[src/rtl/jp_pkg.sv]
package jp_pkg;
  localparam int LANES     = 4;
  localparam int BYTE_W    = 8;
  localparam int COL_W     = LANES * BYTE_W;
  localparam int N_ENTRY   = 27;
  localparam int IDX_W     = $clog2(N_ENTRY);
  localparam int CNT_W     = 7;
  localparam int CORE_COLS = 188;

  typedef logic [COL_W-1:0] col_t;

  typedef struct packed {
    col_t             col;
    logic [CNT_W-1:0] cnt;
  } run_t;

  typedef enum logic [1:0] {ST_CTRL, ST_CORE, ST_CHECK, ST_GAP} phase_e;

  localparam col_t CTRL_LONG  = 32'h5500_0707;
  localparam col_t CTRL_SHORT = 32'h5555_0707;
  localparam col_t CHK_LONG   = 32'hDD09_AE5B;
  localparam col_t CHK_SHORT  = 32'hCC08_09CA;

  // Run-length entry: column and repeat count, derived from the entry index.
  function automatic run_t run_entry(input logic [IDX_W-1:0] idx);
    run_t r;
    int   i;
    i = int'(idx);
    r.cnt = CNT_W'(1);
    if (i == 0) begin
      r.col = 32'h7EB5_7EB5; r.cnt = CNT_W'(40);
    end else if (i <= 8) begin
      r.col = idx[0] ? 32'h7EEB_7EEB : 32'h7EF4_7EF4;
    end else if (i == 9) begin
      r.col = 32'h7E7E_7E7E; r.cnt = CNT_W'(84);
    end else if (i <= 16) begin
      r.col = idx[0] ? 32'hEB7E_EB7E : 32'hF47E_F47E;
    end else if (i == 17) begin
      r.col = 32'hAB7E_AB7E;
    end else if (i == 18) begin
      r.col = 32'hB57E_B57E; r.cnt = CNT_W'(40);
    end else if (i <= 25) begin
      r.col = idx[0] ? 32'hEBF4_EBF4 : 32'hF4EB_F4EB;
    end else begin
      r.col = 32'hF4AB_F4AB;
    end
    return r;
  endfunction

  // Whole-frame column count for one mode.
  function automatic int frame_len(input logic long_mode);
    return 2 + CORE_COLS * (long_mode ? 2 : 1);
  endfunction
endpackage

[src/rtl/jp_run_walker.sv]
module jp_run_walker
  import jp_pkg::*;
(
  input  logic clk,
  input  logic rst_n,
  input  logic step_i,
  output col_t col_o,
  output logic wrap_o
);
  logic [IDX_W-1:0] idx_q;
  logic [CNT_W-1:0] rem_q;
  run_t             cur_run, nxt_run;
  logic             entry_done, last_entry;
  logic [IDX_W-1:0] idx_nx;

  assign cur_run    = run_entry(idx_q);
  assign entry_done = (rem_q == CNT_W'(1));
  assign last_entry = (idx_q == IDX_W'(N_ENTRY - 1));
  assign idx_nx     = last_entry ? '0 : idx_q + 1'b1;
  assign nxt_run    = run_entry(idx_nx);

  always_ff @(posedge clk or negedge rst_n) begin
    if (!rst_n) begin
      idx_q <= '0;
      rem_q <= CNT_W'(40);
    end else if (step_i) begin
      if (entry_done) begin
        idx_q <= idx_nx;
        rem_q <= nxt_run.cnt;
      end else begin
        rem_q <= rem_q - 1'b1;
      end
    end
  end

  assign col_o  = cur_run.col;
  assign wrap_o = entry_done && last_entry;

  // the repeat counter never leaves 1..count of the current entry
  a_r3_rem_in_range: assert property (@(posedge clk) disable iff (!rst_n)
    (rem_q != '0) && (rem_q <= cur_run.cnt));
  // a wrap brings the walker back to the first core column
  a_r3_wrap_restart: assert property (@(posedge clk) disable iff (!rst_n)
    step_i && wrap_o |=> col_o == 32'h7EB5_7EB5);
  // without a step the walker's column is held
  a_r8_walker_hold: assert property (@(posedge clk) disable iff (!rst_n)
    !step_i |=> $stable(col_o));
endmodule

[src/rtl/jp_gap_timer.sv]
module jp_gap_timer #(
  parameter int ROWS = 3
) (
  input  logic clk,
  input  logic rst_n,
  input  logic run_i,
  output logic done_o
);
  localparam int CW = (ROWS < 2) ? 1 : $clog2(ROWS);

  logic [CW-1:0] cnt_q;

  assign done_o = (cnt_q == CW'(ROWS - 1));

  always_ff @(posedge clk or negedge rst_n) begin
    if (!rst_n)     cnt_q <= '0;
    else if (run_i) cnt_q <= done_o ? '0 : cnt_q + 1'b1;
  end

  // the row counter stays within the configured gap
  a_r7_gap_bound: assert property (@(posedge clk) disable iff (!rst_n)
    int'(cnt_q) < ROWS);
endmodule

[src/rtl/jitpat_gen.sv]
module jitpat_gen
  import jp_pkg::*;
#(
  parameter int          GAP_ROWS  = 3,
  parameter logic [7:0]  IDLE_BYTE = 8'h07
) (
  input  logic        clk,
  input  logic        rst_n,
  input  logic        ready_i,
  input  logic        long_mode_i,
  output logic [31:0] col_o,
  output logic        sof_o,
  output logic        eof_o,
  output logic        idle_o
);
  localparam int FL_W = $clog2(frame_len(1'b1) + 1);

  phase_e phase_q;
  logic   pass_q;
  logic   long_q;
  logic   eff_long;
  col_t   walk_col;
  logic   walk_wrap;
  logic   walk_step;
  logic   core_end;
  logic   gap_run, gap_done;

  assign walk_step = ready_i && (phase_q == ST_CORE);
  assign core_end  = walk_wrap && (!long_q || pass_q);
  assign gap_run   = ready_i && (phase_q == ST_GAP);
  assign eff_long  = (phase_q == ST_CTRL) ? long_mode_i : long_q;

  jp_run_walker i_walker (
    .clk    (clk),
    .rst_n  (rst_n),
    .step_i (walk_step),
    .col_o  (walk_col),
    .wrap_o (walk_wrap)
  );

  jp_gap_timer #(.ROWS(GAP_ROWS)) i_gap (
    .clk    (clk),
    .rst_n  (rst_n),
    .run_i  (gap_run),
    .done_o (gap_done)
  );

  always_ff @(posedge clk or negedge rst_n) begin
    if (!rst_n) begin
      phase_q <= ST_CTRL;
      pass_q  <= 1'b0;
      long_q  <= 1'b1;
    end else if (ready_i) begin
      unique case (phase_q)
        ST_CTRL: begin
          phase_q <= ST_CORE;
          long_q  <= long_mode_i;
          pass_q  <= 1'b0;
        end
        ST_CORE: begin
          if (core_end)       phase_q <= ST_CHECK;
          else if (walk_wrap) pass_q  <= 1'b1;
        end
        ST_CHECK: phase_q <= ST_GAP;
        ST_GAP:   if (gap_done) phase_q <= ST_CTRL;
        default:  phase_q <= ST_CTRL;
      endcase
    end
  end

  always_comb begin
    col_o  = walk_col;
    sof_o  = 1'b0;
    eof_o  = 1'b0;
    idle_o = 1'b0;
    unique case (phase_q)
      ST_CTRL: begin
        col_o = eff_long ? CTRL_LONG : CTRL_SHORT;
        sof_o = 1'b1;
      end
      ST_CHECK: begin
        col_o = long_q ? CHK_LONG : CHK_SHORT;
        eof_o = 1'b1;
      end
      ST_GAP: begin
        col_o  = {LANES{IDLE_BYTE}};
        idle_o = 1'b1;
      end
      default: col_o = walk_col;
    endcase
  end

  // Accepted-column count since the control column, for the length check.
  logic [FL_W-1:0] frm_cnt_q;
  always_ff @(posedge clk or negedge rst_n) begin
    if (!rst_n)                   frm_cnt_q <= '0;
    else if (ready_i && sof_o)    frm_cnt_q <= FL_W'(1);
    else if (walk_step)           frm_cnt_q <= frm_cnt_q + 1'b1;
  end

  // at most one frame marker per column
  a_r6_marks_exclusive: assert property (@(posedge clk) disable iff (!rst_n)
    $onehot0({sof_o, eof_o, idle_o}));
  // the check column arrives after exactly the frame's column count
  a_r4_frame_length: assert property (@(posedge clk) disable iff (!rst_n)
    eof_o |-> int'(frm_cnt_q) == frame_len(long_q) - 1);
  // the gap begins right after an accepted check column
  a_r7_gap_follows_check: assert property (@(posedge clk) disable iff (!rst_n)
    eof_o && ready_i |=> idle_o);
  // the last accepted gap row hands over to a control column
  a_r7_gap_to_ctrl: assert property (@(posedge clk) disable iff (!rst_n)
    idle_o && ready_i && gap_done |=> sof_o);
  // markers hold while ready is low
  a_r8_hold_flags: assert property (@(posedge clk) disable iff (!rst_n)
    !ready_i |=> $stable({sof_o, eof_o, idle_o}));
  // data holds while ready is low outside the control column
  a_r8_hold_data: assert property (@(posedge clk) disable iff (!rst_n)
    !ready_i && !sof_o |=> $stable(col_o));
  // the captured mode only changes at the control column
  a_r9_mode_frozen: assert property (@(posedge clk) disable iff (!rst_n)
    phase_q != ST_CTRL |=> $stable(long_q));
endmodule

[config.mk]
export PLATFORM = sky130hd
export DESIGN_NAME = jitpat_gen
export DESIGN_NICKNAME = d
export VERILOG_FILES = /design/src/rtl/jp_pkg.sv /design/src/rtl/jp_run_walker.sv /design/src/rtl/jp_gap_timer.sv /design/src/rtl/jitpat_gen.sv
export SDC_FILE = /design/constraint.sdc
export NUM_CORES = 1
export LEC_CHECK = 0
export ABC_AREA = 0
export BUFFER_PORTS_ARGS = -buffer_cell sky130_fd_sc_hd__buf_2
export CORE_AREA = 4 4 62 64
export CTS_CLUSTER_DIAMETER = 60
export DETAILED_ROUTE_END_ITERATION = 12
export DIE_AREA = 0 0 66 68
export HOLD_SLACK_MARGIN = 0.1
export PLACE_DENSITY = 0.79
export SETUP_SLACK_MARGIN = 0.02
export SLEW_MARGIN = 20
export SYNTH_ARGS = -nofsm -noshare
export SYNTH_HDL_FRONTEND = slang
export SYNTH_SLANG_ARGS = --single-unit
[constraint.sdc]
create_clock -name clk -period 2.2 [get_ports clk]
set_clock_uncertainty 0.1 [all_clocks]
set_input_delay 0.11 -clock clk [delete_from_list [all_inputs] [get_ports clk]]
set_output_delay 0.11 -clock clk [all_outputs]
set_load 0.005 [all_outputs]
==> run metrics <==
post-route ant nets 0; final std cells w/o fill 328; main combinational cell family by area after synthesis simple AND/OR/NAND/NOR gates; via count 1919; Clock transition at path regs 0.10 ns; Max-Cap Viols 0; R2R Path Start i_walker.idx_q[0]$_DFFE_PN0P_; hold_ws 0.172 ns; Primary FF master, synth dfrtp_1; simple-gate share of the synthesized area 0.304; Mapped Nets 237; Setup Viol. Count Final 14; IO buf count 38; failing checks negative setup slack; Die Span Y 68 um; # rows 21; min cycle time layout 2.30 ns; R2R Setup Slk 0.05 ns; # IOs 39; TritonCTS clock tree built; area share of fa/ha/maj cells after synthesis 0.0761; Unique masters post-synth 59; PnR worst setup slack -0.104 ns; Max Slew Vio Count 0; Critical path origin i_walker.idx_q[1]$_DFFE_PN0P_; worst slew pin tran 0.492 ns; worst vdd ir 0.000815 V; Final Core Density 0.749; first-pass GRT wire length 7720 um; Routed WL 5600 um; Ys Warns 0; Yosys reg bits 18; GP Congestion 0.927; Mapped Area 1780 um2; Fillers 217; post-synthesis mux area share 0.0373; Initial Util 0.541; GRT Overall Usage 0.221; Area contributors post-synth dfrtp_1 (21%), ha_1 (7.0%), nand2_1 (6.8%), o21ai_0 (4.8%), dfstp_2 (4.4%); final hold violations 0; Worst EP arrival 2.09 ns; most common cell in the netlist nand2_1; DR iter-0 viols 206; Final nets 297; initial antenna violation count 0; synth cell count leaders nand2_1 (32), nor2_1 (17), o21ai_0 (17); Pre-antenna DRT Iters 4; TNS Setup -0.844 ns; area leader, netlist dfrtp_1; diode count 0; vias in the first global route 1678; Layout area overhead 38.5%; post-route clock period utilization 1.05; Syn Area/Cell 7.97 um2; RR Endpoint i_walker.rem_q[0]$_DFFE_PN0P_; gr ovfl total 0; Peak Freq 434 MHz; share of cells above drive strength 1 0.440; relative slew slack 0.670; core area 3280 um2; Final Cell Area 2460 um2; clock buffer depth 2; vias per inst 5.85; largest net degree at the start of global routing 23; DP HPWL 3170 um; drt drc 0; EDFF count, synth 0; Synth Instances 223; post-synth top area share 0.211; die width 66 um; Hold WC Path Type in2async; Worst-Skew Late Latency 0.29 ns; RSZ-0062 raised after global routing yes; Placement Cell Area 2020 um2; CP endpoint kind output port; Compound-Gate Fraction of Synth Area 0.229; cell count of the worst reg-to-reg path 8; placed cell count 306; WL per Instance 17.1 um; Leak 1.16 nW; post-synthesis xor/xnor area fraction 0.00986; status finished with violations; ys async rst share 1.00; CTS root buf clkbuf_4; critical path launch point type register; Req. time, crit path 1.99 ns; P per Cell Area 1630 nW/um2; crit path max fanout 4; CTS sink cnt 18; sequential share of the synthesized area 0.256; Die ar. 4490 um2; critical path type reg2out; TritonCTS Buffers 3; htree depth 1
[kinds of logic (layout without fill, tap and decap cells)]
logic type	after synthesis	count (layout)
buffers and inverters	28	87
multiplexers	6	6
adder cells (fa/ha/maj)	11	11
AO/OA/AOI/OAI	60	60
flip-flops	18	18
AND/OR/NAND/NOR	98	98
XOR/XNOR	2	2
[routing by layer]
layer | share of wire | vias to the layer above | GRT usage
met1 | 0.40 | 909 | 0.269
met4 | 0.037 | 0 | 0.0812
li1 | - | 915 | -
met2 | 0.52 | 72 | 0.409
met5 | 0 | - | 0
met3 | 0.048 | 23 | 0.0148
[cells in the final DEF (no fill, tap or decap), types with 5 or more instances in the layout]
cell type and instances:
buf_2 38, nand2_1 32, buf_4 22, nor2_1 16
o21ai_0 15, dfrtp_1 12, inv_1 11, a21oi_1 7
nand3_1 7, ha_1 6, o21ai_1 5
[layout make-up]
class                           instances  area [um2]  area share
Clock buffer                            4        36.3      0.0147
Inverter                               14        56.3      0.0229
Multi-Input combinational cell        177        1380       0.560
Sequential cell                        18         458       0.186
Tap cell                               46        57.6      0.0234
Timing Repair Buffer                   69         475       0.193
[critical path: stages (launching register included)]
cell and delay (ns):
dfrtp_1 0.40, inv_2 0.09, buf_6 0.11, ha_4 0.16, buf_4 0.14, o21bai_1 0.10, a21oi_2 0.26, buf_4 0.16
o21ba_4 0.15, mux2i_1 0.11, buf_2 0.13
[flip-flops by register name (all words and copies together), names as in the netlist]
name and flops:
i_gap.cnt_q 2, i_walker.idx_q 5, i_walker.rem_q 7, long_q 1, pass_q 1, phase_q 2
[through the flow]
| stage | setup WS [ns] | total power (W) |
|---|---|---|
| after floorplan | 0.185 | 0.00222 |
| after global placement | 0.0192 | 0.00292 |
| after detailed placement | -0.0106 | 0.00294 |
| after CTS | 0.00294 | 0.00352 |
| after global routing | -0.209 | 0.00430 |
| final | -0.104 | 0.00401 |
[power by group]
| part | internal (W) | switching [W] | leakage (nW) |
|---|---|---|---|
| clock network | 0.000101 | 0.000101 | 0.0210 |
| logic | 0.00148 | 0.00161 | 0.921 |
| registers | 0.000501 | 0.000219 | 0.216 |
| total | 0.00208 | 0.00193 | 1.16 |
[repair_timing]
action | in CTS | in global routing
setup endpoints to repair | 18 | 31
cloned | 0 | 1
gates resized for setup | 30 | 23
buffers inserted | 10 | 5
pin swaps | 8 | 8
hold endpoints to repair | 20 | 0
hold buffers | 3 | 0
[how the worst max path moves through the flow]
| stage | end | slack [ns] |
|---|---|---|
| after floorplan | col_o[19] | 0.18 |
| after global placement | col_o[4] | 0.02 |
| after detailed placement | col_o[4] | -0.01 |
| after CTS | col_o[4] | 0.003 |
| after global routing | col_o[2] | -0.21 |
| final | col_o[28] | -0.10 |
Power figures use the tool's default switching activity.
